**config.mk**
```make
export PLATFORM = sky130hd
export DESIGN_NAME = txd_chain_walker
export DESIGN_NICKNAME = d
export VERILOG_FILES = /design/src/rtl/txd_pkg.sv /design/src/rtl/txd_decode.sv /design/src/rtl/txd_ring_addr.sv /design/src/rtl/txd_chain_walker.sv
export SDC_FILE = /design/constraint.sdc
export NUM_CORES = 1
export LEC_CHECK = 0
export BUFFER_PORTS_ARGS = -buffer_cell sky130_fd_sc_hd__buf_2
export CORE_MARGIN = 10
export CORE_UTILIZATION = 56
export CTS_BUF_LIST = sky130_fd_sc_hd__clkbuf_16
export DETAILED_ROUTE_END_ITERATION = 10
export PLACE_DENSITY = 0.93
export SYNTH_ARGS = -nofsm -noshare
export SYNTH_HDL_FRONTEND = slang
export SYNTH_HIERARCHICAL = 1
export SYNTH_SLANG_ARGS = --single-unit
```
**constraint.sdc**
```tcl
create_clock -name clk -period 7.96 [get_ports clk]
set_clock_uncertainty 0.1 [all_clocks]
set_input_delay 0.398 -clock clk [delete_from_list [all_inputs] [get_ports clk]]
set_output_delay 0.398 -clock clk [all_outputs]
set_load 0.005 [all_outputs]
```
**src/rtl/txd_pkg.sv**
```systemverilog
// Shared bit positions, state encoding and the decoded descriptor view
// for the transmit descriptor chain processor.
package txd_pkg;
    localparam int OWN_B = 31;
    localparam int FS_B  = 29;
    localparam int LS_B  = 28;
    localparam int DE_B  = 23;
    localparam int ES_B  = 15;
    localparam int TSO_B = 18;

    typedef enum logic [2:0] {
        S_RD3, S_RD0, S_RD1, S_RD2, S_SEG, S_FC, S_WB, S_IRQ
    } walk_st_t;

    typedef struct packed {
        logic [1:0]  csum;
        logic [1:0]  vlan;
        logic [17:0] flen;
        logic        irq;
        logic        aux;
        logic [13:0] len1;
        logic [13:0] len2;
    } desc_view_t;

    // Writeback form of word 3: ownership returned, flags kept in place.
    function automatic logic [31:0] wb_word(input logic fs, input logic ls,
                                            input logic err);
        logic [31:0] w;
        w       = '0;
        w[FS_B] = fs;
        w[LS_B] = ls;
        w[DE_B] = err;
        w[ES_B] = err;
        return w;
    endfunction
endpackage

```
**src/rtl/txd_decode.sv**
```systemverilog
// Field decoder for descriptor words 2 and 3.
// Assumes tso_mode already reflects the frame's offload setting; the
// meaning of the length fields and the checksum field follows it.
module txd_decode
    import txd_pkg::*;
(
    input  logic [31:0] w2,
    input  logic [18:0] w3_lo,
    input  logic        tso_mode,
    output desc_view_t  view
);
    // Split the control words according to the offload mode.
    always_comb begin
        view.csum = tso_mode ? 2'd0 : w3_lo[17:16];
        view.flen = tso_mode ? w3_lo[17:0] : {3'd0, w3_lo[14:0]};
        view.len1 = tso_mode ? {4'd0, w2[9:0]} : w2[13:0];
        view.len2 = w2[29:16];
        view.vlan = w2[15:14];
        view.aux  = w2[30];
        view.irq  = w2[31];
    end
endmodule

```
**src/rtl/txd_ring_addr.sv**
```systemverilog
// Ring address generator: word address of a descriptor word and the
// wrapped successor index. Assumes len >= 1 and AW >= IW + 2.
module txd_ring_addr #(
    parameter int AW = 16,
    parameter int IW = 6
) (
    input  logic [AW-1:0] base,
    input  logic [IW-1:0] len,
    input  logic [IW-1:0] idx,
    input  logic [1:0]    word,
    output logic [AW-1:0] addr,
    output logic [IW-1:0] idx_nxt
);
    localparam int SW = IW + 2;

    // Four words per descriptor, index wraps after the last entry.
    always_comb begin
        addr    = base + AW'({idx, 2'b00}) + AW'(word);
        idx_nxt = (idx == len - 1'b1) ? '0 : idx + 1'b1;
    end

    if (SW > AW) begin : g_bad_width
        initial $display("txd_ring_addr: AW too small for IW");
    end
endmodule

```
**src/rtl/txd_chain_walker.sv**
```systemverilog
// Transmit descriptor chain processor.
// Polls word 3 of the current descriptor; owned descriptors are read in
// full and offered as segments; per-frame control is latched from the
// first-segment descriptor. After the last segment a control record is
// pulsed and word 3 of every descriptor of the frame is written back.
// Assumes a word-addressed memory that completes an access when mem_ack
// is high during mem_req, with read data valid in that cycle.
module txd_chain_walker
    import txd_pkg::*;
#(
    parameter int AW = 16,
    parameter int IW = 6
) (
    input  logic          clk,
    input  logic          rst_n,
    input  logic [AW-1:0] cfg_ring_base,
    input  logic [IW-1:0] cfg_ring_len,
    output logic          mem_req,
    output logic          mem_we,
    output logic [AW-1:0] mem_addr,
    output logic [31:0]   mem_wdata,
    input  logic [31:0]   mem_rdata,
    input  logic          mem_ack,
    output logic          seg_valid,
    input  logic          seg_ready,
    output logic [63:0]   seg_addr,
    output logic [13:0]   seg_len1,
    output logic [13:0]   seg_len2,
    output logic          seg_first,
    output logic          seg_last,
    output logic          fc_valid,
    output logic [1:0]    fc_csum,
    output logic [1:0]    fc_vlan,
    output logic [17:0]   fc_len,
    output logic          fc_tso,
    output logic          fc_aux,
    output logic          fc_irq,
    output logic          irq
);
    walk_st_t    st;
    logic [IW-1:0] idx, fstart, wb_end, idx_nxt;
    logic        in_frame, abort, had_fs, irq_last;
    logic [31:0] w0_q, w1_q, w2_q;
    logic [18:0] w3_lo;
    logic        w3_fs, w3_ls;
    logic [1:0]  word_sel;
    logic        tso_mode;
    desc_view_t  view;

    txd_decode u_dec (
        .w2       (w2_q),
        .w3_lo    (w3_lo),
        .tso_mode (tso_mode),
        .view     (view)
    );

    txd_ring_addr #(.AW(AW), .IW(IW)) u_addr (
        .base    (cfg_ring_base),
        .len     (cfg_ring_len),
        .idx     (idx),
        .word    (word_sel),
        .addr    (mem_addr),
        .idx_nxt (idx_nxt)
    );

    // Offload mode: own bit on a frame start, the frame's bit afterwards.
    assign tso_mode = w3_fs ? w3_lo[TSO_B] : fc_tso;

    // Memory port driven from the state.
    always_comb begin
        mem_req  = (st == S_RD3) || (st == S_RD0) || (st == S_RD1) ||
                   (st == S_RD2) || (st == S_WB);
        mem_we   = (st == S_WB);
        unique case (st)
            S_RD0:   word_sel = 2'd0;
            S_RD1:   word_sel = 2'd1;
            S_RD2:   word_sel = 2'd2;
            default: word_sel = 2'd3;
        endcase
        mem_wdata = wb_word(had_fs && (idx == fstart),
                            !abort && (idx == wb_end), abort);
    end

    // Segment and pulse outputs.
    always_comb begin
        seg_valid = (st == S_SEG);
        seg_addr  = {w1_q, w0_q};
        seg_len1  = view.len1;
        seg_len2  = view.len2;
        seg_first = w3_fs;
        seg_last  = w3_ls;
        fc_valid  = (st == S_FC);
        irq       = (st == S_IRQ);
    end

    // Descriptor walk, frame bookkeeping and writeback sequencing.
    always_ff @(posedge clk) begin
        if (!rst_n) begin
            st <= S_RD3;  idx <= '0;  fstart <= '0;  wb_end <= '0;
            in_frame <= 1'b0;  abort <= 1'b0;  had_fs <= 1'b0;
            irq_last <= 1'b0;
            w0_q <= '0;  w1_q <= '0;  w2_q <= '0;
            w3_lo <= '0;  w3_fs <= 1'b0;  w3_ls <= 1'b0;
            fc_csum <= '0;  fc_vlan <= '0;  fc_len <= '0;
            fc_tso <= 1'b0;  fc_aux <= 1'b0;  fc_irq <= 1'b0;
        end else begin
            unique case (st)
                S_RD3: if (mem_ack) begin
                    w3_lo <= mem_rdata[18:0];
                    w3_fs <= mem_rdata[FS_B];
                    w3_ls <= mem_rdata[LS_B];
                    if (in_frame && (!mem_rdata[OWN_B] || mem_rdata[FS_B])) begin
                        abort <= 1'b1;
                        idx   <= fstart;
                        st    <= S_WB;
                    end else if (mem_rdata[OWN_B] && !mem_rdata[FS_B] && !in_frame) begin
                        abort  <= 1'b1;
                        had_fs <= 1'b0;
                        fstart <= idx;
                        wb_end <= idx;
                        st     <= S_WB;
                    end else if (mem_rdata[OWN_B]) begin
                        if (mem_rdata[FS_B]) begin
                            fstart   <= idx;
                            had_fs   <= 1'b1;
                            in_frame <= 1'b1;
                        end
                        st <= S_RD0;
                    end
                end
                S_RD0: if (mem_ack) begin w0_q <= mem_rdata; st <= S_RD1; end
                S_RD1: if (mem_ack) begin w1_q <= mem_rdata; st <= S_RD2; end
                S_RD2: if (mem_ack) begin w2_q <= mem_rdata; st <= S_SEG; end
                S_SEG: if (seg_ready) begin
                    wb_end   <= idx;
                    irq_last <= view.irq;
                    if (w3_fs) begin
                        fc_csum <= view.csum;
                        fc_vlan <= view.vlan;
                        fc_len  <= view.flen;
                        fc_tso  <= w3_lo[TSO_B];
                        fc_aux  <= view.aux;
                    end
                    if (w3_ls) begin
                        fc_irq <= view.irq;
                        st     <= S_FC;
                    end else begin
                        idx <= idx_nxt;
                        st  <= S_RD3;
                    end
                end
                S_FC: begin
                    abort <= 1'b0;
                    idx   <= fstart;
                    st    <= S_WB;
                end
                S_WB: if (mem_ack) begin
                    idx <= idx_nxt;
                    if (idx == wb_end) begin
                        in_frame <= 1'b0;
                        st <= (!abort && irq_last) ? S_IRQ : S_RD3;
                    end
                end
                S_IRQ: st <= S_RD3;
                default: st <= S_RD3;
            endcase
        end
    end
endmodule

```
==> results_dict.tcl, run 1 <==
set metrics [dict create \
    end_kind "output port" \
    vias 7004 \
    ys_ff_latch 167 \
    rr_endpoint "fstart[0]$_SDFFE_PN0P_" \
    fmax_mhz 258 \
    clock_path_buffers 2 \
    initial_core_util 0.576 \
    ys_types 57 \
    synth_edf_count 0 \
    dieWidth_um 137 \
    post-route-period-util 0.487 \
    min-delay-start "mem_rdata[20]" \
    crit_fanout 23 \
    core_area_um2 13300 \
    worst_hold_path.num_cells 3 \
    path_class "register to output port" \
    place.port_buffers 201 \
    synth_area_leaders "dfxtp_1, nand2_1, a21oi_1, buf_4, xor2_1" \
    cpMostUsedCell "o21ai_1" \
    cts_tree "built" \
    hold_viol 0 \
    num_io_pins 230 \
    max-slew-margin-rel 0.289 \
    drive_gt1_frac 0.230 \
    routed_wl_mm 22.1 \
    reg2reg_slack_ns 5.21 \
    critPathMaxStageDelay_ns 0.77 \
    ys_seq_area_frac 0.435 \
    drt_first_pass_iters 5 \
    drt_iter0_drc 613 \
    yosysMostFrequentCell "nand2_1" \
    r2r_start "st[2]$_SDFFE_PN0P_" \
    holdCritPathClass "input pin to register" \
    grt_max_degree 106 \
    dp_hpwl_mm 15.4 \
    synth_area_leader_cell "dfxtp_1" \
    setup_tns_ns 0 \
    slew_violations 0 \
    routabilityCongestion 0.852 \
    antenna_found_initial 2 \
    start_kind "register" \
    syn_inst 977 \
    cp-startpoint "st[0]$_SDFFE_PN0P_" \
    vdd_drop_max_mv 0.140 \
    dieArea_um2 18800 \
    cts_resized 0 \
    fin_crit_ns 3.88 \
    ant_nets 0 \
    min_to "w0_q[20]$_SDFFE_PN0P_" \
    synth_commonest_cells "nand2_1, dfxtp_1, a21oi_1" \
    critical_path_buf_inv_count 2 \
    syn_to_final_growth_pct 16.2 \
    ys.flop_type "dfxtp_1" \
    async_flop_share 0 \
    overflow 0 \
    htreeDepth 4 \
    setup_viol_count_final 0 \
    path_cells "nor2b_1 > inv_1 > ha_1 > fa_1 > a211oi_1 > o21ai_1 > o21ai_1 > nor2_1 > xor2_1 > buf_2" \
    cap_violations 0 \
    cts_sinks 167 \
    dieHeight_um 137 \
    remaining_drc_errors 0 \
    worst_pin_slew_ns 1.07 \
    pwr_density_cell_nw_per_um2 249 \
    grtUsageTotal 0.225 \
    num_rows 42 \
    netlist_area_um2 7690 \
    path_clk_slew_ns 0.06 \
    grt_pass1_wl_mm 33.7 \
    reg2regPathDepth 4 \
    routed_via_density 5.42 \
    yosysWarningCount 6 \
    status "completed" \
    crit_family "flip-flops" \
    fin_nets 1172 \
    holdBufCountCts 0 \
    rsz0062_at_grt "false" \
    postSynthAreaPerCell_um2 7.87 \
    pre_cts_slack_ns 4.58 \
    post_cts_buffers 0 \
    cts_buffers 17 \
    nFillCells 1090 \
    slowest_stage "dfxtp_1" \
    crit_required_ns 7.46 \
    p_leak_nw 3.91 \
    cts-root-buf "clkbuf_16" \
    wire_per_inst_um 17.1 \
    grt_pass1_vias 6561 \
    setup_slack_ns 4.08 \
    clk_latency_ns 0.43 \
    critPathArrivalTime_ns 3.38 \
    synth_top_area_frac 0.435 \
]
[how the worst max path moves through the flow]
stage | to | slack, ns | cells after the start
after CTS | mem_addr[14] | 4.10 | 10
after global placement | mem_addr[14] | 4.69 | 10
final | mem_addr[12] | 4.08 | 10
after detailed placement | mem_addr[14] | 4.58 | 10
after floorplan | mem_addr[12] | 5.05 | 10
after global routing | mem_addr[14] | 3.85 | 10
[flip-flops by register name (all words and copies together), names as in the netlist, 2 cells and up]
| signal | cells |
|---|---|
| wb_end | 6 |
| w0_q | 32 |
| idx | 6 |
| fc_vlan | 2 |
| fc_csum | 2 |
| w1_q | 32 |
| fc_len | 18 |
| w2_q | 32 |
| fstart | 6 |
| st | 3 |
| w3_lo | 19 |
[cells in the final DEF (no fill, tap or decap), types with 3 or more instances in the layout]
| master | synthesis | layout |
|---|---|---|
| and2_1 | 5 | 5 |
| a21oi_1 | 154 | 154 |
| clkinv_4 | 0 | 3 |
| a21o_1 | 4 | 4 |
| mux2i_1 | 20 | 20 |
| nand4_1 | 4 | 4 |
| nor2_1 | 30 | 29 |
| ha_1 | 12 | 12 |
| conb_1 | 1 | 28 |
| nand2_1 | 301 | 301 |
| clkinv_1 | 0 | 3 |
| a211oi_1 | 4 | 4 |
| diode_2 | 0 | 3 |
| clkbuf_16 | 0 | 17 |
| nand2b_1 | 12 | 12 |
| nor3_1 | 6 | 5 |
| nand3b_1 | 3 | 3 |
| nor2b_1 | 9 | 9 |
| nand3_1 | 8 | 8 |
| xnor2_1 | 12 | 12 |
| a31oi_1 | 3 | 3 |
| o21ai_1 | 3 | 3 |
| inv_1 | 10 | 11 |
| buf_2 | 5 | 201 |
| nor4b_2 | 2 | 3 |
| dfxtp_1 | 167 | 167 |
| bufinv_16 | 0 | 3 |
| buf_4 | 73 | 9 |
| nor4_1 | 3 | 3 |
| o21ai_0 | 6 | 6 |
| o211ai_1 | 9 | 9 |
| xor2_1 | 24 | 24 |
[area by class of cell]
class	count	area [um^2]	area share
diodes	3	7.51	0.000840
clock inverters	15	175	0.0196
multi-input cells	694	3640	0.408
repair buffers	210	1070	0.120
flip-flops and latches	167	3340	0.374
inverters	11	43.8	0.00490
well taps	176	220	0.0247
clock buffers	17	425	0.0476
[power breakdown]
group | leakage, nW | switching, mW | internal [mW]
combinational | 2.27 | 0.260 | 0.164
sequential | 1.35 | 0.0587 | 0.892
clock | 0.290 | 0.353 | 0.494
total | 3.91 | 0.671 | 1.55
[cells by family (layout without fill, tap and decap cells)]
kind of cell	Yosys count	in the layout	share of synthesized area
multiplexers	21	21	0.0275
XOR/XNOR	36	36	0.0410
buffers and inverters	143	253	0.106
AND/OR/NAND/NOR	397	397	0.220
other	1	31	0.000488
AO/OA/AOI/OAI	199	199	0.147
adder cells (fa/ha/maj)	13	13	0.0221
flip-flops	167	167	0.435
[per-layer routing]
metal  vias to the layer above  GRT usage  wire (um)
li1                       3383          -          -
met5                         -          0          0
met4                         0      0.107        781
met1                      3263      0.255       8670
met3                        63     0.0608       1650
met2                       295      0.384      11000
[stage by stage]
step	hold slack, ns	util	instance area [um^2]	std cells	power, mW
final	0.122	0.669	8930	1293	2.22
after global routing	0.120	0.669	8930	1291	2.31
after CTS	0.116	0.669	8920	1290	2.23
after detailed placement	0.342	0.624	8320	1258	1.39
after global placement	0.337	0.624	8320	1258	1.37
after floorplan	0.332	-	7790	1004	1.26
[worst reg2reg max path: stages, from the launching register on]
cell and delay, ns:
dfxtp_1 0.53, or4b_1 1.05, nor3_4 0.62, mux2i_1 0.27, nor2_1 0.06
Power figures use the tool's default switching activity.
==> run 2, diff against run 1 <==
Settings changed: CORE_UTILIZATION 56 to 52, PLACE_DENSITY 0.93 to 0.87.
Clock period 7.96 ns to 3.9 ns, I/O delays scaled along.
==> run 2 against run 1 <==
Die area up 6.5%; register-to-register slack worse by 4.0 ns; combinational power up 110%; final cell count up 3.0%; worst setup slack worse by 3.7 ns; sequential power up 100%; core utilization down 3.3 points; clock-buffer cell count unchanged; global-route usage down 1.3 points.
==> results_dict.tcl, run 2 (same netlist as run 1, synthesis figures left out) <==
set metrics [dict create \
    dieWidth_um 142 \
    grt_max_degree 87 \
    overflow 0 \
    fin_nets 1205 \
    htreeDepth 4 \
    reg2reg_slack_ns 1.20 \
    grtUsageTotal 0.211 \
    reg2regPathDepth 4 \
    setup_viol_count_final 0 \
    start_kind "register" \
    crit_fanout 24 \
    vias 7052 \
    grt_pass1_wl_mm 34.8 \
    fin_crit_ns 3.51 \
    antenna_found_initial 2 \
    cts_buffers 17 \
    cts-root-buf "clkbuf_16" \
    dp_hpwl_mm 15.0 \
    rr_endpoint "fstart[5]$_SDFFE_PN0P_" \
    routabilityCongestion 0.880 \
    initial_core_util 0.529 \
    status "completed" \
    max-slew-margin-rel 0.410 \
    routed_via_density 5.29 \
    grt_pass1_vias 6759 \
    crit_required_ns 3.61 \
    worst_pin_slew_ns 0.885 \
    holdCritPathClass "input pin to register" \
    top_regs "w0_q (32), w1_q (32), w2_q (32)" \
    critPathArrivalTime_ns 3.21 \
    dieArea_um2 20000 \
    num_io_pins 230 \
    min-delay-start "rst_n" \
    cap_violations 0 \
    drive_gt1_frac 0.223 \
    post_cts_buffers 0 \
    place.port_buffers 201 \
    rsz0062_at_grt "false" \
    dieHeight_um 142 \
    slew_violations 0 \
    p_leak_nw 4.05 \
    post-route-period-util 0.899 \
    cts_sinks 167 \
    path_clk_slew_ns 0.06 \
    drt_first_pass_iters 8 \
    mostFrequentLayoutCell "nand2_1" \
    fin_hold_ws_ns 0.0888 \
    ant_nets 0 \
    wire_per_inst_um 16.5 \
    min_to "idx[1]$_SDFFE_PN0P_" \
    end_kind "output port" \
    nFillCells 1254 \
    num_rows 44 \
    routed_wl_mm 22.0 \
    cts_tree "built" \
    vdd_drop_max_mv 0.292 \
    remaining_drc_errors 0 \
    setup_tns_ns 0 \
    worst_hold_path.num_cells 3 \
    r2r_start "st[2]$_SDFFE_PN0P_" \
    clock_path_buffers 2 \
    hold_viol 0 \
    path_class "register to output port" \
    clk_latency_ns 0.42 \
    core_area_um2 14500 \
    syn_to_final_growth_pct 20.2 \
    fmax_mhz 285 \
    layout_common_cells "nand2_1, buf_2, dfxtp_1" \
    pwr_density_cell_nw_per_um2 481 \
    drt_iter0_drc 428 \
]
[run 2: worst max path at each step]
stage,endpoint,cells past startpoint,slack (ns),start
global placement,mem_addr[14],10,1.08,st[2]$_SDFFE_PN0P_
global route,mem_addr[12],10,0.17,st[2]$_SDFFE_PN0P_
floorplan,mem_addr[12],10,1.19,st[0]$_SDFFE_PN0P_
finish,mem_addr[12],10,0.39,st[2]$_SDFFE_PN0P_
detailed placement,mem_addr[12],10,0.93,st[2]$_SDFFE_PN0P_
CTS,mem_addr[12],10,0.44,st[2]$_SDFFE_PN0P_
[run 2: area by class of cell]
type	instances	area, um^2	share of cell area
Clock buffer	17	425	0.0460
Inverter	11	43.8	0.00474
Multi-Input combinational cell	694	3640	0.394
Clock inverter	14	136	0.0148
Timing Repair Buffer	243	1410	0.153
Sequential cell	167	3340	0.362
Antenna cell	2	5.00	0.000542
Tap cell	184	230	0.0249
[run 2: worst max-delay path, stage by stage, from the launching register on]
cell,delay [ns]
dfxtp_1,0.52
nor2b_1,0.30
inv_1,0.11
ha_1,0.24
fa_1,0.43
a211oi_1,0.33
o21ai_1,0.18
o21ai_1,0.29
nor2_1,0.11
xor2_1,0.15
buf_2,0.13
[run 2: per-layer routing]
metal | vias up | global-route usage | wire length [um]
li1 | 3435 | - | -
met1 | 3322 | 0.249 | 8910
met2 | 253 | 0.354 | 10900
met3 | 42 | 0.0537 | 1490
met4 | 0 | 0.0936 | 716
met5 | - | 0 | 0
[run 2: metrics by stage]
step | power [mW] | utilization | std cells | instance area (um^2) | worst slack [ns]
2_1_floorplan | 2.57 | - | 1004 | 7790 | 1.19
3_3_place_gp | 2.81 | 0.575 | 1267 | 8350 | 1.08
3_5_place_dp | 2.83 | 0.575 | 1267 | 8350 | 0.930
4_1_cts | 4.46 | 0.636 | 1330 | 9240 | 0.441
5_1_grt | 4.65 | 0.636 | 1331 | 9240 | 0.174
6_report | 4.44 | 0.636 | 1332 | 9240 | 0.395
[run 2: power breakdown]
group	switching, mW	internal (mW)
Clock	0.681	0.935
Combinational	0.545	0.360
Sequential	0.101	1.82
Total	1.33	3.12
[run 2: repair_timing]
action                                 in CTS  in global routing
setup endpoints to repair                   0                  0
resized for setup                           0                  0
hold buffers                               32                  0
endpoints found under the hold margin     113                  0
==> run 3, diff against run 2 <==
Settings changed: ABC_CLOCK_PERIOD_IN_PS set to 3900, CTS_CLUSTER_DIAMETER set to 150, REMOVE_ABC_BUFFERS set to 1.
==> run 3 against run 2 <==
Highest routed layer unchanged; first-iteration DRC count up 17%; sequential share of layout area about the same; critical endpoint is now mem_addr[14]; sequential power about the same; worst setup slack better by 0.12 ns; register-to-register slack better by 0.17 ns; critical path type unchanged; non-clock buffer count up 3; die area unchanged; cell area about the same; routed wire length down 1.0%.
==> results_dict.tcl, run 3 (same netlist as run 1, synthesis figures left out) <==
set metrics [dict create \
    crit_fanout 24 \
    routed_via_density 5.24 \
    slew_violations 0 \
    num_io_pins 230 \
    combPwrFrac 0.213 \
    core_area_um2 14500 \
    status "completed" \
    stdcell_count 1334 \
    critPathArrivalTime_ns 3.09 \
    overflow 0 \
    path_class "register to output port" \
    power_switching_mw 1.34 \
    place.port_buffers 201 \
    routabilityCongestion 0.836 \
    drt_iter0_drc 502 \
    dieWidth_um 142 \
    top_usage_layer "met2" \
    crit_required_ns 3.61 \
    p_sw_frac 0.304 \
    cts_sinks 167 \
    dieHeight_um 142 \
    dp_hpwl_mm 14.3 \
    met3_usage 0.0597 \
    htreeDepth 4 \
    end_kind "output port" \
    worst_pin_slew_ns 0.979 \
    pre_cts_slack_ns 1.04 \
    fin_crit_ns 3.38 \
    grt_pass1_wl_mm 33.9 \
    top_regs "w0_q (32), w1_q (32), w2_q (32)" \
    post-route-period-util 0.867 \
    setup_tns_ns 0 \
    clk_latency_ns 0.42 \
    cts-root-buf "clkbuf_16" \
    power.share.clock 0.358 \
    nFillCells 1223 \
    layout_common_cells "nand2_1, buf_2, dfxtp_1" \
    dpl.cell_count 1270 \
    cts_resized 0 \
    ant_nets 0 \
    num_rows 44 \
    holdBufCountCts 32 \
    fin_nets 1208 \
    setup_viol_count_final 0 \
    vias 6990 \
    holdCritPathClass "input pin to register" \
    remaining_drc_errors 0 \
    vdd_drop_max_mv 0.303 \
    rsz0062_at_grt "false" \
    hold_viol 0 \
    max-slew-margin-rel 0.347 \
    cts_buffers 17 \
    start_kind "register" \
    post_cts_buffers 0 \
    routed_wl_mm 21.8 \
    drt_first_pass_iters 6 \
    internal_power_mw 3.07 \
    grt_pass1_vias 6701 \
    cts_tree "built" \
    wire_per_inst_um 16.3 \
    antenna_found_initial 1 \
    setup_slack_ns 0.520 \
    p_leak_nw 4.04 \
    fmax_mhz 296 \
    clock_path_buffers 2 \
    mostFrequentLayoutCell "nand2_1" \
    drive_gt1_frac 0.227 \
    grt_max_degree 99 \
    pwr_density_cell_nw_per_um2 477 \
    cap_violations 0 \
    use_met2 0.355 \
    dieArea_um2 20000 \
    grtUsageTotal 0.206 \
    path_clk_slew_ns 0.06 \
    gr-usage-met1 0.228 \
    p_seq_frac 0.430 \
    initial_core_util 0.529 \
    syn_to_final_growth_pct 20.2 \
]
[run 3: metrics by stage]
stage | utilization | area [um^2] | power, mW | hold slack, ns
2_1_floorplan | - | 7010 | 2.46 | 0.231
3_3_place_gp | 0.575 | 8360 | 2.81 | 0.338
3_5_place_dp | 0.575 | 8360 | 2.84 | 0.342
4_1_cts | 0.636 | 9240 | 4.42 | 0.0474
5_1_grt | 0.636 | 9240 | 4.63 | 0.0650
6_report | 0.636 | 9240 | 4.41 | 0.0682
[run 3: per-layer routing]
metal	routed length (um)	up-vias
li1	-	3442
met1	8580	3255
met2	10900	239
met3	1640	54
met4	629	0
met5	0	-
[run 3: cell type report]
class | instances | area [um^2] | area share
Antenna cell | 1 | 2.50 | 0.000271
Clock buffer | 17 | 425 | 0.0460
Clock inverter | 14 | 126 | 0.0137
Inverter | 11 | 43.8 | 0.00474
Multi-Input combinational cell | 694 | 3640 | 0.394
Sequential cell | 167 | 3340 | 0.362
Tap cell | 184 | 230 | 0.0249
Timing Repair Buffer | 246 | 1420 | 0.154
[run 3: power by group through the flow]
stage / clock network, mW / registers, mW / logic [mW]
final: 1.58 / 1.89 / 0.939
after global routing: 1.68 / 1.91 / 1.05
after CTS: 1.59 / 1.89 / 0.936
after detailed placement: 0 / 1.93 / 0.906
after global placement: 0 / 1.92 / 0.885
after floorplan: 0 / 1.96 / 0.505
[run 3: final timing paths]
| check | to | cells after the start | start | slack (ns) |
|---|---|---|---|---|
| worst max register to register | fstart[3]$_SDFFE_PN0P_ | 5 | st[2]$_SDFFE_PN0P_ | 1.37 |
| worst min-delay path | st[1]$_SDFFE_PN0P_ | 3 | rst_n | 0.07 |
| worst min register to register | w0_q[9]$_SDFFE_PN0P_ | 2 | w0_q[9]$_SDFFE_PN0P_ | 0.35 |
| worst max-delay path | mem_addr[14] | 11 | st[2]$_SDFFE_PN0P_ | 0.52 |
[run 3: worst max-delay path: stages (launching register included)]
cell and delay, ns:
dfxtp_1 0.30, buf_4 0.19, nor2b_1 0.23, inv_1 0.10, ha_1 0.24, fa_1 0.44
a211oi_1 0.29, o21ai_1 0.17, o21ai_1 0.27, nor2_1 0.12, xor2_1 0.18, buf_2 0.15
